==> src/rtl/rsf_pkg.sv <==
package rsf_pkg;

  typedef enum logic [1:0] {
    PH_HUNT = 2'd0,
    PH_DATA = 2'd1,
    PH_PAR  = 2'd2
  } phase_e;

  typedef struct packed {
    logic in_blk;
    logic is_par;
    logic start;
    logic last;
    logic err;
  } tag_t;

endpackage

==> src/rtl/rsf_frame_fsm.sv <==
module rsf_frame_fsm
  import rsf_pkg::*;
#(
  parameter int LEN_W = 8
) (
  input  logic             clk,
  input  logic             rst_n,
  input  logic             de_i,
  input  logic             dec_en_i,
  input  logic [LEN_W-1:0] n_i,
  input  logic [LEN_W-1:0] r_i,
  output tag_t             tag_o,
  output logic [LEN_W-1:0] idx_o
);

  phase_e           phase_q, phase_d;
  logic [LEN_W-1:0] cnt_q, cnt_d;
  logic [LEN_W-1:0] n_q, r_q;
  logic             cfg_ld;

  logic [LEN_W-1:0] r_eff, n_sel, nxt, dlen_q;
  logic             de_eff;
  tag_t             tag;
  logic [LEN_W-1:0] idx;

  // Outside a codeword the live r decides whether the strobe is ignored
  assign r_eff  = (phase_q == PH_HUNT) ? r_i : r_q;
  assign de_eff = de_i | (~dec_en_i & (r_eff == '0));
  assign nxt    = cnt_q + 1'b1;
  assign dlen_q = n_q - r_q;

  always_comb begin
    tag     = '0;
    idx     = '0;
    case (phase_q)
      PH_HUNT: begin
        if (de_eff) tag.start = 1'b1;
      end
      PH_DATA: begin
        if (de_eff) begin
          if (nxt < dlen_q) begin
            tag.in_blk = 1'b1;
            idx        = nxt;
          end else begin
            tag.start = 1'b1;
            tag.err   = (r_q != '0);
          end
        end else if (nxt == dlen_q) begin
          if (r_q != '0) begin
            tag.in_blk = 1'b1;
            tag.is_par = 1'b1;
            idx        = nxt;
          end
        end else begin
          tag.err = 1'b1;
        end
      end
      PH_PAR: begin
        if (de_eff) begin
          tag.start = 1'b1;
          tag.err   = (nxt != n_q);
        end else if (nxt < n_q) begin
          tag.in_blk = 1'b1;
          tag.is_par = 1'b1;
          idx        = nxt;
        end
      end
      default: ;
    endcase
    if (tag.start) begin
      tag.in_blk = 1'b1;
      tag.is_par = 1'b0;
      idx        = '0;
    end
    n_sel    = tag.start ? n_i : n_q;
    tag.last = tag.in_blk && (idx == n_sel - 1'b1);
  end

  always_comb begin
    cfg_ld = tag.start;
    cnt_d  = idx;
    if (!tag.in_blk)     phase_d = PH_HUNT;
    else if (tag.is_par) phase_d = PH_PAR;
    else                 phase_d = PH_DATA;
  end

  always_ff @(posedge clk or negedge rst_n) begin
    if (!rst_n) begin
      phase_q <= PH_HUNT;
      cnt_q   <= '0;
    end else begin
      phase_q <= phase_d;
      cnt_q   <= cnt_d;
    end
  end

  always_ff @(posedge clk or negedge rst_n) begin
    if (!rst_n) begin
      n_q <= '0;
      r_q <= '0;
    end else if (cfg_ld) begin
      n_q <= n_i;
      r_q <= r_i;
    end
  end

  assign tag_o = tag;
  assign idx_o = idx;

  AST_PAR_NEEDS_PARITY: assert property (@(posedge clk) disable iff (!rst_n)
    (phase_q == PH_PAR) |-> (r_q != '0));

  AST_PAR_PAST_DATA: assert property (@(posedge clk) disable iff (!rst_n)
    (phase_q == PH_PAR) |-> (cnt_q >= dlen_q));

endmodule

==> src/rtl/rsf_latency.sv <==
module rsf_latency #(
  parameter int LEN_W = 8,
  parameter int LAT_W = LEN_W + 4
) (
  input  logic             clk,
  input  logic             rst_n,
  input  logic             ld_i,
  input  logic [LEN_W-1:0] n_i,
  input  logic [LEN_W-1:0] r_i,
  input  logic             opt1_i,
  input  logic             opt2_i,
  output logic [LAT_W-1:0] lat_o
);

  logic [LAT_W-1:0] n_x, r_x, lat_dflt, lat_one, lat_two, lat_d, lat_q;

  assign n_x = LAT_W'(n_i);
  assign r_x = LAT_W'(r_i);

  always_comb begin
    lat_dflt = (n_x << 1) + (r_x << 2) + r_x + LAT_W'(33);
    lat_one  = (n_x << 1) + (r_x << 1) + LAT_W'(13);
    lat_two  = (((n_x + r_x) << 1) + (n_x + r_x)) >> 1;
    lat_two  = lat_two + LAT_W'(15);
    if (opt2_i)      lat_d = lat_two;
    else if (opt1_i) lat_d = lat_one;
    else             lat_d = lat_dflt;
  end

  always_ff @(posedge clk or negedge rst_n) begin
    if (!rst_n)    lat_q <= '0;
    else if (ld_i) lat_q <= lat_d;
  end

  assign lat_o = lat_q;

  AST_LAT_HELD: assert property (@(posedge clk) disable iff (!rst_n)
    !ld_i |=> $stable(lat_q));

endmodule

==> src/rtl/rsf_pass_track.sv <==
module rsf_pass_track (
  input  logic clk,
  input  logic rst_n,
  input  logic in_blk_i,
  input  logic start_i,
  input  logic dec_en_i,
  output logic pass_o
);

  logic taint_q, taint_d, taint_en;

  always_comb begin
    taint_en = in_blk_i;
    taint_d  = start_i ? ~dec_en_i : (taint_q | ~dec_en_i);
    pass_o   = in_blk_i ? taint_d : 1'b1;
  end

  always_ff @(posedge clk or negedge rst_n) begin
    if (!rst_n)        taint_q <= 1'b1;
    else if (taint_en) taint_q <= taint_d;
  end

endmodule

==> src/rtl/rsf_codeword_framer.sv <==
module rsf_codeword_framer
  import rsf_pkg::*;
#(
  parameter int SYM_W = 8,
  parameter int LEN_W = 8,
  parameter int LAT_W = LEN_W + 4
) (
  input  logic             clk,
  input  logic             rst_n,
  input  logic             data_en_i,
  input  logic             dec_en_i,
  input  logic [SYM_W-1:0] sym_i,
  input  logic [LEN_W-1:0] cfg_len_i,
  input  logic [LEN_W-1:0] cfg_par_i,
  input  logic             lat_opt1_i,
  input  logic             lat_opt2_i,
  output logic [SYM_W-1:0] sym_o,
  output logic             in_blk_o,
  output logic             is_par_o,
  output logic [LEN_W-1:0] idx_o,
  output logic             blk_start_o,
  output logic             blk_end_o,
  output logic             frame_err_o,
  output logic             pass_o,
  output logic [LAT_W-1:0] latency_o
);

  tag_t             tag;
  logic [LEN_W-1:0] idx;
  logic             pass_c;

  rsf_frame_fsm #(.LEN_W(LEN_W)) u_fsm (
    .clk      (clk),
    .rst_n    (rst_n),
    .de_i     (data_en_i),
    .dec_en_i (dec_en_i),
    .n_i      (cfg_len_i),
    .r_i      (cfg_par_i),
    .tag_o    (tag),
    .idx_o    (idx)
  );

  rsf_latency #(.LEN_W(LEN_W), .LAT_W(LAT_W)) u_lat (
    .clk    (clk),
    .rst_n  (rst_n),
    .ld_i   (tag.start),
    .n_i    (cfg_len_i),
    .r_i    (cfg_par_i),
    .opt1_i (lat_opt1_i),
    .opt2_i (lat_opt2_i),
    .lat_o  (latency_o)
  );

  rsf_pass_track u_pass (
    .clk      (clk),
    .rst_n    (rst_n),
    .in_blk_i (tag.in_blk),
    .start_i  (tag.start),
    .dec_en_i (dec_en_i),
    .pass_o   (pass_c)
  );

  always_ff @(posedge clk or negedge rst_n) begin
    if (!rst_n) begin
      sym_o       <= '0;
      in_blk_o    <= 1'b0;
      is_par_o    <= 1'b0;
      idx_o       <= '0;
      blk_start_o <= 1'b0;
      blk_end_o   <= 1'b0;
      frame_err_o <= 1'b0;
      pass_o      <= 1'b1;
    end else begin
      sym_o       <= sym_i;
      in_blk_o    <= tag.in_blk;
      is_par_o    <= tag.is_par;
      idx_o       <= idx;
      blk_start_o <= tag.start;
      blk_end_o   <= tag.last;
      frame_err_o <= tag.err;
      pass_o      <= pass_c;
    end
  end

  AST_START_AT_ZERO: assert property (@(posedge clk) disable iff (!rst_n)
    blk_start_o |-> (in_blk_o && !is_par_o && idx_o == '0));

  AST_IDX_ADVANCE: assert property (@(posedge clk) disable iff (!rst_n)
    (in_blk_o && !blk_start_o) |-> ($past(in_blk_o) && idx_o == LEN_W'($past(idx_o) + 1'b1)));

  AST_UNFRAMED_QUIET: assert property (@(posedge clk) disable iff (!rst_n)
    !in_blk_o |-> (!is_par_o && !blk_end_o && pass_o && idx_o == '0));

  AST_ERR_RESYNC: assert property (@(posedge clk) disable iff (!rst_n)
    frame_err_o |-> (!in_blk_o || blk_start_o));

  AST_PASS_STICKY: assert property (@(posedge clk) disable iff (!rst_n)
    (in_blk_o && !blk_start_o && $past(pass_o)) |-> pass_o);

endmodule

==> config.mk <==
export PLATFORM = sky130hd
export DESIGN_NAME = rsf_codeword_framer
export DESIGN_NICKNAME = d
export VERILOG_FILES = /design/src/rtl/rsf_pkg.sv /design/src/rtl/rsf_frame_fsm.sv /design/src/rtl/rsf_latency.sv /design/src/rtl/rsf_pass_track.sv /design/src/rtl/rsf_codeword_framer.sv
export SDC_FILE = /design/constraint.sdc
export NUM_CORES = 1
export LEC_CHECK = 0
export BUFFER_PORTS_ARGS = -buffer_cell sky130_fd_sc_hd__clkbuf_2
export CAP_MARGIN = 20
export CORE_MARGIN = 2
export CORE_UTILIZATION = 35
export CTS_CLUSTER_DIAMETER = 60
export DETAILED_ROUTE_END_ITERATION = 8
export SETUP_SLACK_MARGIN = 0.4
export SLEW_MARGIN = 20
export SYNTH_ARGS = -nofsm -noshare
export SYNTH_HDL_FRONTEND = slang
export SYNTH_SLANG_ARGS = --single-unit
export TNS_END_PERCENT = 1
==> constraint.sdc <==
create_clock -name clk -period 8.75 [get_ports clk]
set_input_delay 0.4375 -clock clk [delete_from_list [all_inputs] [get_ports clk]]
set_output_delay 0.4375 -clock clk [all_outputs]
set_load 0.05 [all_outputs]
# == After elaboration in Yosys (flattened, before gate mapping) ==
# Index checks and enable logic that the tools add are counted.
# word_totals
register_bits,53
inputBits,30
output_inout_bits,34
# classes
add_sub_neg,11
order_cmp,2
eq_ne,5
muxes,34
bitwise,4
reduce_logical,5
# op_table
operator,count
8-bit two-way mux,9
12-bit two-way mux,2
8-bit equality test,2
8-bit less-than comparator,2
8-bit case mux with 2 select lines,1
2-bit two-way mux,7
"11-bit by 4-bit adder with 12-bit output, second input constant",1
12-bit adder,1
"12-bit by 4-bit adder with 12-bit output, second input constant",1
"12-bit by 6-bit adder with 12-bit output, second input constant",1
12-bit by 8-bit adder with 12-bit output,1
1-bit two-way mux,12
9-bit by 10-bit adder with 11-bit output,1
9-bit by 9-bit adder with 10-bit output,1
8-bit by 8-bit adder with 9-bit output,1
"8-bit by 1-bit adder with 8-bit output, second input constant",1
8-bit zero test,1
8-bit != test,1
8-bit nonzero test,1
"8-bit by 1-bit subtractor with 8-bit output, second input constant",1
8-bit subtractor,1
1-bit case mux with 2 select lines,2
2-bit case mux with 2 select lines,1
"2-bit by 1-bit equality test with 1-bit output, second input constant",1
other kinds (7),8

# == Longest topological paths before layout ==
# Gate-level depths: netlist of the first run.
# depth
depth_word,11
ltp_mapped,28
ltp_nobuf,26

# == Hierarchy ==
# A second synthesis of the first run with hierarchy kept.
# unflattened
cells_unflattened,603
area_unflattened_um2,5617.9
# modules_own_cells
mod,instances,cells_each,area_per_inst_um2,seq_area_each_um2
rsf_latency,1,310,2705.1,300.3
rsf_frame_fsm,1,265,2307.2,650.6
rsf_codeword_framer,1,22,551.8,551.8
rsf_pass_track,1,6,53.8,26.3

# == Worst setup path before layout of the first run ==
# No wires, ideal clock.
# synth_timing
kind,reg2reg
startpoint,register u_fsm.r_q[1]
endpoint,register blk_end_o
setup_time_ps,111
arrival_time_ps,4803
path_slack_ps,3836
stages_incl_launch_ff,27
n_path_buf,2
period_less_slack_ps,4914
cell_sequence,dfrtp_1 inv_1 ha_1 nor2b_1 o21ai_0 a21oi_1 o21ai_0 nand2b_1 a21o_1 a21oi_1 xnor2_1 ha_1 o21ai_0 nor2_1 o32ai_1 or4b_1 buf_6 clkbuf_1 a21boi_0 ha_1 nand2_1 xnor2_1 mux2_4 nand2_1 o41ai_1 a22oi_2 a2111oi_2
# synth_rtl
element,line,rtl
"start, declared",rsf_frame_fsm.sv:18,"logic [LEN_W-1:0] n_q, r_q;"
"start signal, assigned",rsf_frame_fsm.sv:103,r_q <= r_i;
"end signal, assigned",rsf_codeword_framer.sv:79,blk_end_o <= tag.last;
"end, declared",rsf_codeword_framer.sv:22,"output logic blk_end_o,"

==> results of run 1 <==
through the flow:
step	std cells	hold WS (ns)	area, µm²	util [%]	worst slack, ns
CTS	807	0.242	5550	40.3	3.18
finish	807	0.250	5550	40.3	3.08
global route	807	0.235	5550	40.3	2.54
global placement	799	0.465	5400	39.2	3.51
floorplan	566	0.142	4900	-	3.84
detailed placement	799	0.475	5400	39.2	3.20
cell families after synthesis:
family                     synth area share [%]
and+or+nand+nor                            16.5
DFF                                        27.1
buffers and inverters                      5.23
xor gates and xnor gates                   11.3
AOI/OAI and AO/OA                          18.1
muxes                                      1.56
adders and majority gates                  20.2
worst min path at each step:
stage	end	start	slack, ns	depth (start not counted)
2_1_floorplan	blk_end_o	rst_n	0.14	0
5_1_grt	sym_o[5]	sym_i[5]	0.24	1
3_5_place_dp	u_lat.lat_o[0]	u_lat.lat_o[0]	0.48	1
4_1_cts	sym_o[4]	sym_i[4]	0.24	1
3_3_place_gp	u_lat.lat_o[0]	u_lat.lat_o[0]	0.46	1
6_report	sym_o[2]	sym_i[2]	0.25	1
registers in the layout (all words and copies together), names as in the netlist, 2 cells and up:
register and count:
u_lat.lat_o 12, sym_o 8, u_fsm.cnt_q 8, u_fsm.n_q 8
u_fsm.r_q 8, u_fsm.phase_q 2
layer usage:
metal	global-route usage [%]	vias to the layer above	wire, µm
met3	2.60	20	775
met1	24.2	1974	5930
li1	-	2107	-
met2	29.6	124	6010
met4	5.03	0	250
met5	0	-	0
synth_stat cells (3+ instances only):
cell type  number  share of area, %
inv_1          48               3.7
nor2_1         53               4.1
fa_1            5               2.0
nor3_1         14               1.4
clkbuf_1        8              0.61
nand2b_1        5              0.64
xnor2_1        38               6.8
o41ai_1         5              0.89
buf_2           3              0.31
and3_1          3              0.38
a221oi_1        3              0.54
xor2_1         25               4.5
or3_1           5              0.64
o21ai_0        36               3.7
nor4_1          3              0.38
o31ai_1         4              0.61
nor2b_1        12               1.5
nand3_1        13               1.3
nand2_1        45               3.4
dfrtp_1        51                26
mux2i_1         5               1.0
ha_1           71                18
o21bai_1        6              0.92
o21a_1          7               1.1
a21o_1         10               1.5
a21oi_1        33               3.4
o211ai_1        3              0.46
a31oi_1         5              0.64
a211oi_1        9               1.4
nand4_1         5              0.64
area by class of cell:
type                            instances  share of cell area, %
Sequential cell                        53                   23.9
Inverter                               49                   3.54
Clock buffer                            5                   2.25
Tap cell                              180                   4.06
Timing Repair Buffer                   66                   6.09
Multi-Input combinational cell        451                   59.7
Clock inverter                          3                  0.383
power by group:
part | leakage, nW | total, mW | internal [mW] | switching, mW
combinational | 1.94 | 1.16 | 0.442 | 0.722
clock | 0.0702 | 0.201 | 0.107 | 0.0938
sequential | 0.667 | 0.386 | 0.323 | 0.0636
total | 2.68 | 1.75 | 0.871 | 0.879
layout by cell type (no fill, tap or decap), types with 2 or more instances in the layout:
master     netlist  routed
a31oi_1          5       5
o21bai_1         6       6
o21ai_0         36      36
a21oi_1         33      33
o31ai_1          4       4
a211oi_1         9       9
xnor2_1         38      38
nor4_1           3       3
o21a_1           7       7
nor4_2           2       2
nor2_1          53      53
inv_1           48      48
fa_1             5       5
dfrtp_1         51      51
nand4b_1         2       2
nand2_1         45      45
ha_1            71      71
o41ai_1          5       5
nand4_1          5       5
nand2b_1         5       5
and3_1           3       3
mux2i_1          5       5
buf_4            0       3
o211ai_1         3       3
a21boi_0         2       2
dfstp_2          2       2
o221ai_1         2       2
o22ai_1          2       2
clkbuf_2         0      63
nand3_1         13      13
or3_1            5       5
nor2b_1         12      12
clkbuf_16        0       5
nor4b_1          2       2
a221oi_1         3       3
nor3_1          14      14
xor2_1          25      25
a21o_1          10      10
==> qor.yml, run 1 <==
global_route:
  grt_overflow: 0
  grt_max_degree: 54
  antenna_found_initial: 0
  grt_pass1_vias: 4208
  grt_use_total_pct: 17.8
  grt_pass1_wl_mm: 21.3
critical_path:
  start_kind: "flop"
  crit_path_end_kind: "flop"
  endpoint: "blk_end_o"
  slowest_delay_ns: 0.42
  timing.rr.start: "u_fsm.n_q[0]"
  r2r_slack_ns: 3.08
  cp_slowest_cell: "dfrtp_1"
  critPathArrivalTime_ns: 5.85
  cp.depth: 27
  path_delay_family: "compound AO/OA/AOI/OAI gates"
  crit_buf_inv: 4
  rr_worst_depth: 27
  reg2reg_to: "blk_end_o"
  worst-path-max-fanout: 41
  required_ns: 8.93
  setup.worst_path.start: "u_fsm.n_q[0]"
  critPathKind: "reg -> reg"
sta:
  clock_skew_ns: 0.00736
  tns_ns: 0
  max_freq_mhz: 176
  rsz0062_at_grt: "false"
  setup_viol: 0
  fin_crit_ns: 5.67
  finalHoldViolCount: 0
  worst_pin_slew_ns: 0.890
  slew_violations: 0
  finalCritPeriodShare_pct: 64.8
  maxSlewHeadroom_pct: 39.9
layout:
  multiInputGateArea_um2: 3310
  regArea_um2: 1330
  fillers: 1449
  area_growth_pct: 13.3
  final_nets: 732
  drive_gt1_share_pct: 13.9
  n_antenna_cell: 0
power:
  p_leak_nw: 2.68
  ir_drop_v: 0.000107
  totalPowerFinal_mw: 1.75
  p_per_area_nw_per_um2: 315
run:
  maxCapViolations: 0
floorplanning:
  fp-row-count: 43
  die_area_um2: 15000
  io_pins: 64
  core_area_um2: 13800
  die_h_um: 122
  start_util_pct: 35.6
  chipWidth_um: 122
clock_network:
  numCtsBuffers: 5
  cts.sink_count: 53
  clk_latency_ns: 0.30
  cts_buffer_depth: 2
  cts_max_level: 2
  post-cts-setup-buffers: 0
  hold_buffers: 0
  clkTransAtPathRegs_ns: 0.07
  clock-root-buffer: "clkbuf_16"
  cts_tree: "built"
  postCtsResizedCells: 0
place:
  port_buffers: 63
  gp_congestion: 0.885
  dp_hpwl_mm: 10.3
routing:
  dr_total_vias: 4225
  vias_per_cell: 5.24
  dr.pass1.iters: 5
  ant_nets: 0
  drcViolationCount: 0
  drt_iter0_markers: 234
  wl_per_cell_um: 16.1
  postRouteWirelength_mm: 13.0
synthesis:
  synthesis.area_um2: 4900
  synth_edf_count: 0
  synth_nets: 672
  synth.distinct_cells: 56
  syn_inst: 566
  yosys_warnings: 0
  async_reset_ff_share_pct: 100
  ys_seq_area_share_pct: 27.1
  synth.avg_cell_area_um2: 8.66
  ys.flop_type: "dfrtp_1"
  ys_ff_latch: 53
worst_hold_path:
  hp-class: "in -> reg"
run_status:
  outcome: "finished, final reports clean"
(Power assumes the default switching activity.)
==> run 2, diff against run 1 <==
--- a/config.mk
+++ b/config.mk
@@ -5,6 +5,7 @@
 export SDC_FILE = /design/constraint.sdc
 export NUM_CORES = 1
 export LEC_CHECK = 0
+export ABC_AREA = 1
 export BUFFER_PORTS_ARGS = -buffer_cell sky130_fd_sc_hd__clkbuf_2
 export CAP_MARGIN = 20
 export CORE_MARGIN = 2
==> constraint.sdc (replaced) <==
create_clock -name clk -period 5 [get_ports clk]
set_input_delay 0.25 -clock clk [delete_from_list [all_inputs] [get_ports clk]]
set_output_delay 0.25 -clock clk [all_outputs]
set_load 0.05 [all_outputs]
==> qor.yml, run 2 <==
run_status:
  outcome: "finished, final reports clean"
critical_path:
  slowest_delay_ns: 0.42  # about the same
  start_kind: "flop"
  cp_slowest_cell: "dfrtp_1"
  crit_path_end_kind: "flop"
  worst-path-max-fanout: 27  # -34%
  required_ns: 5.19  # -3.74 ns
  critPathArrivalTime_ns: 4.31  # -1.54 ns
  crit_top_cell: "nand2_1"
  critPathKind: "reg -> reg"
synthesis:
  yosysTopAreaCell: "dfrtp_1"
  synth.distinct_cells: 41  # -27%
  async_reset_ff_share_pct: 100  # unchanged
  synthTopCellsByArea: "dfrtp_1, ha_1, nand2_1, inv_1, a21oi_1"
  ys_ff_latch: 53  # unchanged
  synth.avg_cell_area_um2: 7.32  # -15%
  ys.flop_type: "dfrtp_1"
  synth_edf_count: 0  # unchanged
  ys_seq_area_share_pct: 26.0  # -1.1 points
  synth.most_common_cell: "nand2_1"
  yosys_warnings: 0  # unchanged
  syn_inst: 699  # +23%
  synthesis.area_um2: 5120  # +4.4%
  yosysTopAreaCellShare_pct: 24.9  # -1.1 points
  synth_commonest_cells: "nand2_1, inv_1, ha_1"
  synth_nets: 805  # +20%
place:
  dp_hpwl_mm: 10.7  # +4.4%
  post-place-ws_ns: 0.905  # -2.29 ns
  gp_congestion: 0.856  # -3.2%
  placedCellCount: 939  # +18%
  port_buffers: 63  # unchanged
layout:
  final_nets: 868  # +19%
  regArea_um2: 1330  # unchanged
  area_growth_pct: 12.9
  final_cell_mix: "nand2_1, inv_1, ha_1"
  postLayoutCoreUtil_pct: 40.0  # -0.26 points
  stdcell_count: 947  # +17%
  largest_reg_flops: 12  # unchanged
  drive_gt1_share_pct: 13.6  # -0.25 points
  fillers: 1533  # +5.8%
  multiInputGateArea_um2: 3290  # -0.68%
  n_antenna_cell: 0  # unchanged
  final_common_cell: "nand2_1"
sta:
  worst_pin_slew_ns: 0.721  # -0.169 ns
  rsz0062_at_grt: "false"
  slew_violations: 0  # unchanged
  max_freq_mhz: 243  # +38%
  fin_crit_ns: 4.12  # -1.55 ns
  finalWorstSetupSlack_ns: 0.879  # -2.20 ns
  finalHoldViolCount: 0  # unchanged
  clock_skew_ns: 0.0121  # +0.00470 ns
  tns_ns: 0  # unchanged
  setup_viol: 0  # unchanged
  finalCritPeriodShare_pct: 82.4  # +18 points
  maxSlewHeadroom_pct: 51.9  # +12 points
power:
  switching_share_pct: 49.5  # -0.72 points
  seq_power_share_pct: 25.4  # +3.3 points
  p_leak_nw: 3.12  # +17%
  ir_drop_v: 0.000238  # +120%
  switching_power_mw: 1.10  # +26%
  clock_power_share_pct: 16.4  # +4.9 points
  pwr-share-comb_pct: 58.2  # -8.3 points
  p_int_mw: 1.13  # +29%
  p_per_area_nw_per_um2: 386  # +22%
routing:
  dr.pass1.iters: 4  # -1
  drt_iter0_markers: 198  # -15%
  ant_nets: 0  # unchanged
  postRouteWirelength_mm: 13.0  # +0.37%
  drcViolationCount: 0  # unchanged
  vias_per_cell: 4.84  # -7.5%
  dr_total_vias: 4587  # +8.6%
  wl_per_cell_um: 13.7  # -14%
clock_network:
  post-cts-setup-buffers: 0  # unchanged
  cts_tree: "built"
  cts_buffer_depth: 2  # unchanged
  postCtsResizedCells: 0  # unchanged
  cts_max_level: 2  # unchanged
  clock-root-buffer: "clkbuf_16"
  hold_buffers: 0  # unchanged
  clk_latency_ns: 0.30  # about the same
  numCtsBuffers: 5  # unchanged
  clkTransAtPathRegs_ns: 0.08  # about the same
  cts.sink_count: 53  # unchanged
global_route:
  antenna_found_initial: 0  # unchanged
  grt_overflow: 0  # unchanged
  grt_use_total_pct: 17.3  # -0.54 points
  grt_pass1_vias: 4606  # +9.5%
  grt_pass1_wl_mm: 22.1  # +3.7%
  grt_max_degree: 54  # unchanged
floorplanning:
  core_area_um2: 14400  # +4.7%
  start_util_pct: 35.5  # -0.10 points
  io_pins: 64  # unchanged
  chipWidth_um: 125  # +2.1%
  die_area_um2: 15600  # +4.3%
  fp-row-count: 44  # +2.3%
  die_h_um: 125  # +2.1%
run:
  maxCapViolations: 0  # unchanged
worst_hold_path:
  hp-class: "in -> reg"
==> run 2: layout make-up <==
class,instances,area share [%]
clock inverters,3,0.455
inverters,117,7.65
clock buffers,5,2.17
flip-flops and latches,53,23.0
well taps,184,3.99
multi-input cells,520,57.0
repair buffers,65,5.72
==> run 2: per-stage QoR <==
stage / cell area, µm² / power, mW / hold WS (ns)
floorplan: 5120 / 1.57 / -0.0456
global placement: 5620 / 1.87 / 0.358
detailed placement: 5620 / 1.87 / 0.360
CTS: 5770 / 2.25 / 0.0422
global route: 5770 / 2.46 / 0.0368
finish: 5770 / 2.23 / 0.0522
==> run 2: kinds of logic after synthesis <==
kind of cell	synth area share, %
AO/OA/AOI/OAI	13.4
flip-flops	26.0
adder cells (fa/ha/maj)	19.3
AND/OR/NAND/NOR	24.8
buffers and inverters	9.68
XOR/XNOR	6.85
==> run 2: path summary, 6_finish.rpt <==
kind | cells after the start | slack (ns) | endpoint | from
setup / recovery | 25 | 0.88 | blk_end_o | u_fsm.n_q[2]
hold / removal | 1 | 0.05 | sym_o[5] | sym_i[5]
setup reg to reg | 25 | 0.88 | blk_end_o | u_fsm.n_q[2]
hold reg to reg | 2 | 0.49 | u_lat.lat_o[1] | u_lat.lat_o[1]
max in group asynchronous | 2 | 4.43 | blk_end_o | rst_n
min in group asynchronous | 2 | 0.07 | is_par_o | rst_n
==> run 2: per-layer routing <==
| metal | up-vias | track usage [%] | share of wire, % |
|---|---|---|---|
| li1 | 2425 | - | - |
| met1 | 2072 | 21.5 | 45 |
| met2 | 70 | 31.4 | 50 |
| met3 | 20 | 2.15 | 2.6 |
| met4 | 0 | 5.10 | 2.1 |
| met5 | - | 0 | 0 |
==> run 2: worst max-delay path: cells and delay by family (launching register included) <==
family	cells	cell delay, ns
AOI/OAI and AO/OA	6	0.95
DFF	1	0.42
buffers and inverters	1	0.33
xor gates and xnor gates	1	0.18
and+or+nand+nor	15	1.53
adders and majority gates	2	0.61
==> run 2: power by group through the flow <==
stage / clock network, mW / registers [mW] / logic [mW]
5_1_grt: 0.400 / 0.576 / 1.48
6_report: 0.366 / 0.567 / 1.30
2_1_floorplan: 0 / 0.728 / 0.843
3_3_place_gp: 0 / 0.574 / 1.30
4_1_cts: 0.379 / 0.568 / 1.31
3_5_place_dp: 0 / 0.576 / 1.30
==> run 3, diff against run 2 <==
--- a/config.mk
+++ b/config.mk
@@ -5,7 +5,7 @@
 export SDC_FILE = /design/constraint.sdc
 export NUM_CORES = 1
 export LEC_CHECK = 0
-export ABC_AREA = 1
+export ABC_AREA = 0
 export BUFFER_PORTS_ARGS = -buffer_cell sky130_fd_sc_hd__clkbuf_2
 export CAP_MARGIN = 20
 export CORE_MARGIN = 2
==> constraint.sdc (replaced) <==
create_clock -name clk -period 3.95 [get_ports clk]
set_input_delay 0.1975 -clock clk [delete_from_list [all_inputs] [get_ports clk]]
set_output_delay 0.1975 -clock clk [all_outputs]
set_load 0.05 [all_outputs]
==> qor.yml, run 3 (synthesized netlist as in run 1, its figures left out) <==
worst_hold_path:
  holdPathEnd: "pass_o"
  hold_depth: 2  # +1
  hp-class: "in -> reg"
  worstHoldStart: "dec_en_i"
clock_network:
  cts_buffer_depth: 2  # unchanged
  clkTransAtPathRegs_ns: 0.08  # about the same
  clock-root-buffer: "clkbuf_16"
  numCtsBuffers: 5  # unchanged
  cts_max_level: 2  # unchanged
  cts_tree: "built"
  clk_latency_ns: 0.32  # +0.02 ns
  cts.sink_count: 53  # unchanged
routing:
  ant_nets: 0  # unchanged
  wl_per_cell_um: 16.0  # +16%
  postRouteWirelength_mm: 14.1  # +8.5%
  drcViolationCount: 0  # unchanged
  vias_per_cell: 5.10  # +5.3%
  dr.pass1.iters: 4  # unchanged
  drt_iter0_markers: 158  # -20%
  dr_total_vias: 4504  # -1.8%
sta:
  maxSlewHeadroom_pct: 47.4  # -4.5 points
  fin_crit_ns: 4.65  # +0.531 ns
  rsz0062_at_grt: "true"
  finalCritPeriodShare_pct: 118  # +35 points
  setup_viol: 2  # +2
  clock_skew_ns: 0.0120  # -0.0000472 ns
  finalWorstSetupSlack_ns: -0.702  # -1.58 ns
  finalHoldViolCount: 0  # unchanged
  worst_pin_slew_ns: 0.779  # +0.0580 ns
  max_freq_mhz: 215  # -11%
  slew_violations: 0  # unchanged
critical_path:
  reg2reg_to: "blk_end_o"
  timing.rr.start: "u_fsm.n_q[0]"
  worst-path-max-fanout: 5  # -81%
  cp_slowest_cell: "or4b_4"
  path_delay_family: "compound AO/OA/AOI/OAI gates"
  critPathArrivalTime_ns: 4.85  # +0.54 ns
  rr_worst_depth: 26  # +4.0%
  crit_top_cell: "nor2_1"
  slowest_delay_ns: 0.48  # +0.06 ns
  crit_path_end_kind: "flop"
  start_kind: "flop"
  crit_buf_inv: 4  # +3
  critPathKind: "reg -> reg"
  r2r_slack_ns: -0.70  # -1.58 ns
  required_ns: 4.15  # -1.04 ns
global_route:
  grt_overflow: 0  # unchanged
  grt_max_degree: 32  # -41%
  grt_use_total_pct: 20.0  # +2.7 points
  grt_pass1_wl_mm: 23.2  # +4.8%
  antenna_found_initial: 0  # unchanged
  grt_pass1_vias: 4749  # +3.1%
power:
  p_per_area_nw_per_um2: 714  # +85%
  ir_drop_v: 0.000288  # +21%
  totalPowerFinal_mw: 4.51  # +100%
  p_leak_nw: 3.09  # -1.1%
layout:
  postLayoutCellArea_um2: 6320  # +9.4%
  final_common_cell: "ha_1"
  final_cell_mix: "ha_1, buf_4, clkbuf_2"
  largest_reg_flops: 12  # unchanged
  final_nets: 808  # -6.9%
  drive_gt1_share_pct: 25.6  # +12 points
  area_growth_pct: 28.9
  n_antenna_cell: 0  # unchanged
run:
  maxCapViolations: 0  # unchanged
place:
  dp_hpwl_mm: 11.1  # +3.4%
  port_buffers: 63  # unchanged
  dpl_cell_area_um2: 5900  # +4.9%
  gp_congestion: 0.870  # +1.6%
floorplanning:
  die_area_um2: 15000  # -4.1%
  start_util_pct: 35.6  # +0.10 points
  core_area_um2: 13800  # -4.5%
  die_h_um: 122  # -2.1%
  chipWidth_um: 122  # -2.1%
  io_pins: 64  # unchanged
  fp-row-count: 43  # -2.3%
run_status:
  violations: "setup timing"
  outcome: "finished with violations"
==> run 3: cell count changes in the layout (fill, tap and decap cells not counted), moves of 25 or more <==
cell | before | now
buf_4 | 2 | 66
a21oi_1 | 55 | 30
nand2_1 | 139 | 44
inv_1 | 110 | 46
xnor2_1 | 11 | 37
nand3_1 | 42 | 13
==> run 3: where the power goes <==
part           internal [mW]  switching, mW  total, mW
combinational           1.41           1.81       3.22
clock                  0.241          0.237      0.478
sequential             0.715          0.103      0.818
total                   2.37           2.15       4.51
==> run 3: per-stage QoR <==
step                std cells  setup TNS [ns]  util (%)  hold slack [ns]  setup WS (ns)
finish                    883          -0.711      45.9            0.115         -0.702
global route              883           -3.42      45.9            0.115          -1.00
CTS                       883          -0.709      45.5            0.101         -0.651
detailed placement        861           -1.16      42.8            0.256         -0.763
global placement          861          -0.820      42.8            0.240         -0.608
floorplan                 566          -0.632         -          -0.0981         -0.632
==> run 3: repair_timing <==
item	4_1_cts	5_1_grt
resized for setup	22	9
endpoints found under the hold margin	28	0
endpoints found under the setup margin	40	43
hold buffers	9	0
setup buffers	5	0
pin swaps	6	12
==> run 3: final cells by class <==
cell class / count / area, µm²
Fill cell: 1402 / 7460
Multi-Input combinational cell: 451 / 3460
Sequential cell: 53 / 1330
Timing Repair Buffer: 142 / 957
Tap cell: 180 / 225
Inverter: 49 / 196
Clock buffer: 5 / 125
Clock inverter: 3 / 26.3
==> run 3: worst max-delay path by stage <==
stage,startpoint,to,slack [ns],cells past startpoint
global placement,u_fsm.r_q[1],blk_end_o,-0.61,24
detailed placement,u_fsm.r_q[1],blk_end_o,-0.76,24
finish,u_fsm.n_q[0],blk_end_o,-0.70,26
CTS,u_fsm.r_q[1],blk_end_o,-0.65,24
floorplan,u_fsm.n_q[0],blk_end_o,-0.63,26
global route,u_fsm.n_q[0],blk_end_o,-1.00,26
==> run 3: metal layers <==
layer  track usage, %  wire length (µm)  vias up
met5                0                 0        -
met4             6.82               301        0
met3             2.93               312       18
met2             37.5              7500       62
met1             23.0              6010     2162
li1                 -                 -     2262
